`src/rtl/iopm_pkg.sv`:
```
package iopm_pkg;
  // Address and data ports of the two-port configuration scheme
  localparam logic [15:0] CFG_ADDR_PORT = 16'hCF8;
  localparam logic [15:0] CFG_DATA_PORT = 16'hCFC;
  localparam logic [2:0]  CFG_ADDR_SIZE = 3'd4;

  typedef enum logic [1:0] {
    ROUTE_FLAT    = 2'd0,
    ROUTE_CFG_REG = 2'd1,
    ROUTE_CFG_WIN = 2'd2,
    ROUTE_DROP    = 2'd3
  } route_e;
endpackage

```
`src/rtl/iopm_decode.sv`:
```
module iopm_decode
  import iopm_pkg::*;
#(
  parameter int          PA_W     = 40,
  parameter logic [PA_W-1:0] IO_BASE  = 40'h10_0000_0000,
  parameter logic [PA_W-1:0] CFG_BASE = 40'h20_0000_0000
) (
  input  logic [15:0]     port,
  input  logic [2:0]      size,
  input  logic [31:0]     cfg_addr,
  output route_e          route,
  output logic [PA_W-1:0] paddr
);
  localparam int WIN_W = 31;

  logic addr_hit;
  logic data_hit;
  logic [WIN_W-1:0] win_off;

  assign addr_hit = (port == CFG_ADDR_PORT) && (size == CFG_ADDR_SIZE);
  assign data_hit = (port[15:2] == CFG_DATA_PORT[15:2]);
  assign win_off  = {cfg_addr[30:2], port[1:0]};

  always_comb begin
    route = ROUTE_FLAT;
    paddr = IO_BASE | PA_W'(port);
    if (addr_hit) begin
      route = ROUTE_CFG_REG;
      paddr = '0;
    end else if (data_hit) begin
      if (cfg_addr[31]) begin
        route = ROUTE_CFG_WIN;
        paddr = CFG_BASE | PA_W'(win_off);
      end else begin
        route = ROUTE_DROP;
        paddr = '0;
      end
    end
  end
endmodule

```
`src/rtl/iopm_cfg_reg.sv`:
```
module iopm_cfg_reg #(
  parameter int REG_W  = 32,
  parameter int ZERO_W = 2
) (
  input  logic             clk,
  input  logic             rst_n,
  input  logic             wr_en,
  input  logic [REG_W-1:0] wr_data,
  output logic [REG_W-1:0] value
);
  logic [REG_W-ZERO_W-1:0] upper_q;

  always_ff @(posedge clk) begin
    if (!rst_n)     upper_q <= '0;
    else if (wr_en) upper_q <= wr_data[REG_W-1:ZERO_W];
  end

  assign value = {upper_q, {ZERO_W{1'b0}}};
endmodule

```
`src/rtl/iopm_out_stage.sv`:
```
module iopm_out_stage #(
  parameter int DW = 8
) (
  input  logic          clk,
  input  logic          rst_n,
  input  logic          in_valid,
  output logic          in_ready,
  input  logic [DW-1:0] in_data,
  output logic          out_valid,
  input  logic          out_ready,
  output logic [DW-1:0] out_data
);
  assign in_ready = !out_valid || out_ready;

  always_ff @(posedge clk) begin
    if (!rst_n) begin
      out_valid <= 1'b0;
      out_data  <= '0;
    end else if (in_ready) begin
      out_valid <= in_valid;
      if (in_valid) out_data <= in_data;
    end
  end


  hold_stable_chk: assert property (@(posedge clk) disable iff (!rst_n)
    (out_valid && !out_ready) |=> (out_valid && $stable(out_data)));


  accept_to_valid_chk: assert property (@(posedge clk) disable iff (!rst_n)
    (in_valid && in_ready) |=> out_valid);
endmodule

```
`src/rtl/io_port_mapper.sv`:
```
module io_port_mapper
  import iopm_pkg::*;
#(
  parameter int              PA_W     = 40,
  parameter logic [PA_W-1:0] IO_BASE  = 40'h10_0000_0000,
  parameter logic [PA_W-1:0] CFG_BASE = 40'h20_0000_0000
) (
  input  logic            clk,
  input  logic            rst_n,
  input  logic            req_valid,
  output logic            req_ready,
  input  logic [15:0]     req_port,
  input  logic [2:0]      req_size,
  input  logic            req_write,
  input  logic [31:0]     req_wdata,
  output logic            rsp_valid,
  input  logic            rsp_ready,
  output logic [PA_W-1:0] rsp_paddr,
  output logic            rsp_internal,
  output logic            rsp_drop,
  output logic [31:0]     rsp_rdata
);
  localparam int DATA_W = 32;
  localparam int PAY_W  = PA_W + 2 + DATA_W;

  logic [DATA_W-1:0] cfg_val;
  route_e            route;
  logic [PA_W-1:0]   map_addr;
  logic              accept;
  logic              cfg_wr;
  logic [DATA_W-1:0] rdata_d;
  logic [PAY_W-1:0]  pay_d;
  logic [PAY_W-1:0]  pay_q;

  iopm_decode #(.PA_W(PA_W), .IO_BASE(IO_BASE), .CFG_BASE(CFG_BASE)) u_dec (
    .port     (req_port),
    .size     (req_size),
    .cfg_addr (cfg_val),
    .route    (route),
    .paddr    (map_addr)
  );

  assign accept = req_valid && req_ready;
  assign cfg_wr = accept && req_write && (route == ROUTE_CFG_REG);

  iopm_cfg_reg #(.REG_W(DATA_W), .ZERO_W(2)) u_cfg (
    .clk     (clk),
    .rst_n   (rst_n),
    .wr_en   (cfg_wr),
    .wr_data (req_wdata),
    .value   (cfg_val)
  );

  always_comb begin
    rdata_d = '0;
    if (!req_write) begin
      if (route == ROUTE_CFG_REG)   rdata_d = cfg_val;
      else if (route == ROUTE_DROP) rdata_d = '1;
    end
  end

  assign pay_d = {map_addr, (route == ROUTE_CFG_REG), (route == ROUTE_DROP), rdata_d};

  iopm_out_stage #(.DW(PAY_W)) u_out (
    .clk       (clk),
    .rst_n     (rst_n),
    .in_valid  (req_valid),
    .in_ready  (req_ready),
    .in_data   (pay_d),
    .out_valid (rsp_valid),
    .out_ready (rsp_ready),
    .out_data  (pay_q)
  );

  assign {rsp_paddr, rsp_internal, rsp_drop, rsp_rdata} = pay_q;


  drop_fields_chk: assert property (@(posedge clk) disable iff (!rst_n)
    (rsp_valid && rsp_drop) |-> (rsp_paddr == '0 && !rsp_internal));


  internal_fields_chk: assert property (@(posedge clk) disable iff (!rst_n)
    (rsp_valid && rsp_internal) |-> (rsp_paddr == '0 && !rsp_drop));


  cfg_keep_chk: assert property (@(posedge clk) disable iff (!rst_n)
    !(accept && req_write && req_port == CFG_ADDR_PORT && req_size == CFG_ADDR_SIZE)
      |=> $stable(cfg_val));


  cfg_low_zero_chk: assert property (@(posedge clk) disable iff (!rst_n)
    (rsp_valid && rsp_internal) |-> (rsp_rdata[1:0] == 2'b00));
endmodule

```
`config.mk`:
```
export PLATFORM = sky130hd
export DESIGN_NAME = io_port_mapper
export DESIGN_NICKNAME = d
export VERILOG_FILES = /design/src/rtl/iopm_pkg.sv /design/src/rtl/iopm_decode.sv /design/src/rtl/iopm_cfg_reg.sv /design/src/rtl/iopm_out_stage.sv /design/src/rtl/io_port_mapper.sv
export SDC_FILE = /design/constraint.sdc
export NUM_CORES = 1
export LEC_CHECK = 0
export BUFFER_PORTS_ARGS = -buffer_cell sky130_fd_sc_hd__buf_2
export CAP_MARGIN = 20
export CORE_MARGIN = 2
export CORE_UTILIZATION = 51
export DETAILED_ROUTE_END_ITERATION = 16
export PLACE_DENSITY = 0.79
export RECOVER_POWER = 100
export SETUP_SLACK_MARGIN = 0.15
export SYNTH_ARGS = -nofsm -noshare
export SYNTH_HDL_FRONTEND = slang
export SYNTH_SLANG_ARGS = --single-unit
```
`constraint.sdc`:
```
create_clock -name clk -period 2.9 [get_ports clk]
set_clock_uncertainty 0.1 [all_clocks]
set_input_delay 0.435 -clock clk [delete_from_list [all_inputs] [get_ports clk]]
set_output_delay 0.435 -clock clk [all_outputs]
set_load 0.02 [all_outputs]
```
==> results.md <==
* Placed cells at 689
* P&R area growth vs syn at 18.0%
* Unrepaired setup endpoints after global routing: no
* First-pass GRT wire length at 19400 um
* Sw Ratio at 26.5%
* Most common cell after layout, fill and taps aside: dfxtp_1
* Psw at 656 uW
* Synth async-reset ratio at 0%
* Slowest cell on the critical path: or4_2
* Util after Layout at 61.9%
* Actual slew at the worst max-slew pin at 0.967 ns
* Clock Latency Late Sink at 0.37 ns
* Non-filler instance count after layout at 706
* H-tree depth at 3
* Via density at 6.21
* Comb pwr share at 9.2%
* Total Routing Usage GR at 26.9%
* Top-Level Pins at 132
* Yosys warning count at 0
* Startpoint types: primary input
* Hold buffer count at CTS at 0
* Final Hold Fails at 0
* Register area share after synthesis at 45.2%
* Initial antenna violation count at 0
* Post-Synthesis Cells at 504
* Ant diodes at 0
* DR WL/cell at 17.4 um
* Final Routed Wirelength at 12300 um
* Synth cell types at 39
* Max clock buf depth at 2
* Fin. max-slew vios at 0
* Yosys reg bits at 97
* Most frequent cells in the layout: dfxtp_1 (97), a21oi_1 (80), clkbuf_1 (71)
* Net count, final at 652
* WP buf/inv at 2
* Vias in the first global route at 3853
* Critical path type: primary input to flop
* Chip width at 95.7 um
* Peak supply drop at 0.239 mV
* Starting Density at 52.5%
* Min Tclk post-route at 2.56 ns
* Met1 Usage GRT at 37.4%
* # rows at 33
* Sequential Power Share at 54.9%
* Met3 Use GR at 4.46%
* Clock power frac at 35.8%
* Clock Root Buffer: clkbuf_8
* Drt pass-1 iters at 5
* Core area at 0.00818 mm^2
* Final setup vio count at 0
* Top Usage Layer GRT: met2
* DR iter-0 viols at 452
* Met2 usage at 42.4%
* Internal at 1810 uW
* DP HPWL at 8170 um
* Post-CTS sizing at 0
* # clock sinks at 97
* Post-synth EDFFs at 0
* Gr ovfl total at 0
* CP Data Required Time at 3.03 ns
* Worst-path maximum fanout at 64
* F_max at 390 MHz
* CTS tree: yes
* Max_slew headroom at 35.5%
* Vias at 4386
* DIE HEIGHT at 95.7 um
* Avg Cell Area, Syn at 8.52 um^2
* Hold WC Path Type: primary input to flop
* WP data arrival at 2.69 ns
* Crit path largest cell delay at 0.62 ns
* CP Capture Type: flop
* Final GP Congestion at 0.821
* Synth Flop Type: dfxtp_1
* Status: finished, final reports clean
* P per Cell Area at 488 mW/mm^2
* Max Cap Viol at 0
* Setup bufs post-CTS at 0
* DRC Markers at 0
* TritonCTS Buffers at 9
* Input/output buffers at 122
* TNS Setup at 0 ns
* CP top delay family: simple AND/OR/NAND/NOR gates
* Largest net degree at the start of global routing at 65
* Fraction of layout cells with a size suffix above 1 at 16.5%
* Synthesized area at 0.00429 mm^2
* Tcrit/Tclk final at 88.4%
* Leakage at 0.00160 uW
* CTS clk-pin slew, worst paths at 0.10 ns
* Final ANT Viol Nets at 0
* Critical path, cell by cell: clkbuf_1 -> or4_1 -> or4_2 -> buf_12 -> o211ai_1 -> o2bb2ai_1
* Die area at 0.00916 mm^2
-- final cells by class --
cell class | instances | area, um^2
timing repair buffer | 143 | 733
clock inverter | 6 | 67.6
fill | 764 | 3110
multi-input combinational | 342 | 2050
sequential | 97 | 1940
inverter | 3 | 11.3
clock buffer | 10 | 128
tap | 105 | 131
-- power groups by stage --
| stage | combinational [uW] | clock (uW) | sequential (uW) |
|---|---|---|---|
| after floorplan | 122 | 0 | 1410 |
| after global placement | 222 | 0 | 1390 |
| after detailed placement | 226 | 0 | 1390 |
| after CTS | 227 | 894 | 1360 |
| after global routing | 247 | 960 | 1360 |
| final | 228 | 885 | 1360 |
-- metrics by stage --
stage / area, um^2 / setup slack (ns) / power [uW] / hold WS [ns]
final: 5060 / 0.337 / 2470 / 0.215
after global routing: 5060 / 0.260 / 2570 / 0.216
after detailed placement: 4950 / 0.190 / 1610 / 0.341
after CTS: 5140 / 0.573 / 2480 / 0.211
after floorplan: 4310 / 0.664 / 1530 / 0.357
after global placement: 4950 / 0.231 / 1610 / 0.338
-- layer usage --
layer  vias to the layer above  share of wire (%)  wire length (um)
li1                       2062                  -                 -
met1                      2039                 42              5110
met2                       258                 46              5700
met3                        27                 10              1240
met4                         0                2.0               240
met5                         -                  0                 0
-- worst register-to-register path, cell delays in order, from the launching register on --
cell and delay (ns):
dfxtp_1 0.33, nor2b_1 0.41, inv_1 0.14, nand2_1 0.12, clkbuf_2 0.65, a221oi_1 0.22, a211oi_1 0.26
-- kinds of logic after synthesis --
logic type	share of synthesized area (%)
AO/OA/AOI/OAI	27.7
AND/OR/NAND/NOR	19.0
flip-flops	45.2
buffers and inverters	7.90
other	0.0874
-- worst paths after layout --
kind | from | end | slack [ns] | cells past startpoint
setup / recovery | req_port[13] | u_out.out_data[37] | 0.34 | 6
hold / removal | req_wdata[24] | u_cfg.upper_q[22] | 0.21 | 3
setup reg to reg | u_out.out_valid | u_out.out_data[42] | 0.60 | 6
hold reg to reg | u_out.out_data[3] | u_out.out_data[3] | 0.35 | 2
-- synth_stat cells (2+ instances only) --
cell type / n / share of area (%)
buf_6: 4 / 1.0
o211ai_1: 3 / 0.52
or3_1: 3 / 0.44
a22oi_1: 7 / 1.2
buf_4: 9 / 1.6
o2bb2ai_1: 7 / 1.4
nand3_1: 32 / 3.7
inv_1: 2 / 0.17
or4_4: 2 / 0.52
o21ai_0: 3 / 0.35
buf_1: 2 / 0.17
nor2_1: 2 / 0.17
dfxtp_1: 97 / 45
nor2b_1: 2 / 0.29
o31ai_1: 30 / 5.2
a211oi_1: 6 / 1.0
a21oi_1: 80 / 9.3
o21a_1: 2 / 0.35
nand4_1: 48 / 7.0
clkbuf_1: 46 / 4.0
nand2_1: 58 / 5.1
nor4_1: 3 / 0.44
a211o_1: 28 / 5.7
buf_2: 7 / 0.82
a221oi_1: 7 / 1.4
-- flip-flops by register name, summed over array words and instances (netlist names) --
| name | count |
|---|---|
| u_cfg.upper_q | 30 |
| u_out.out_valid | 1 |
| u_out.out_data | 66 |
Note: power is estimated with default switching activity, not from simulation.
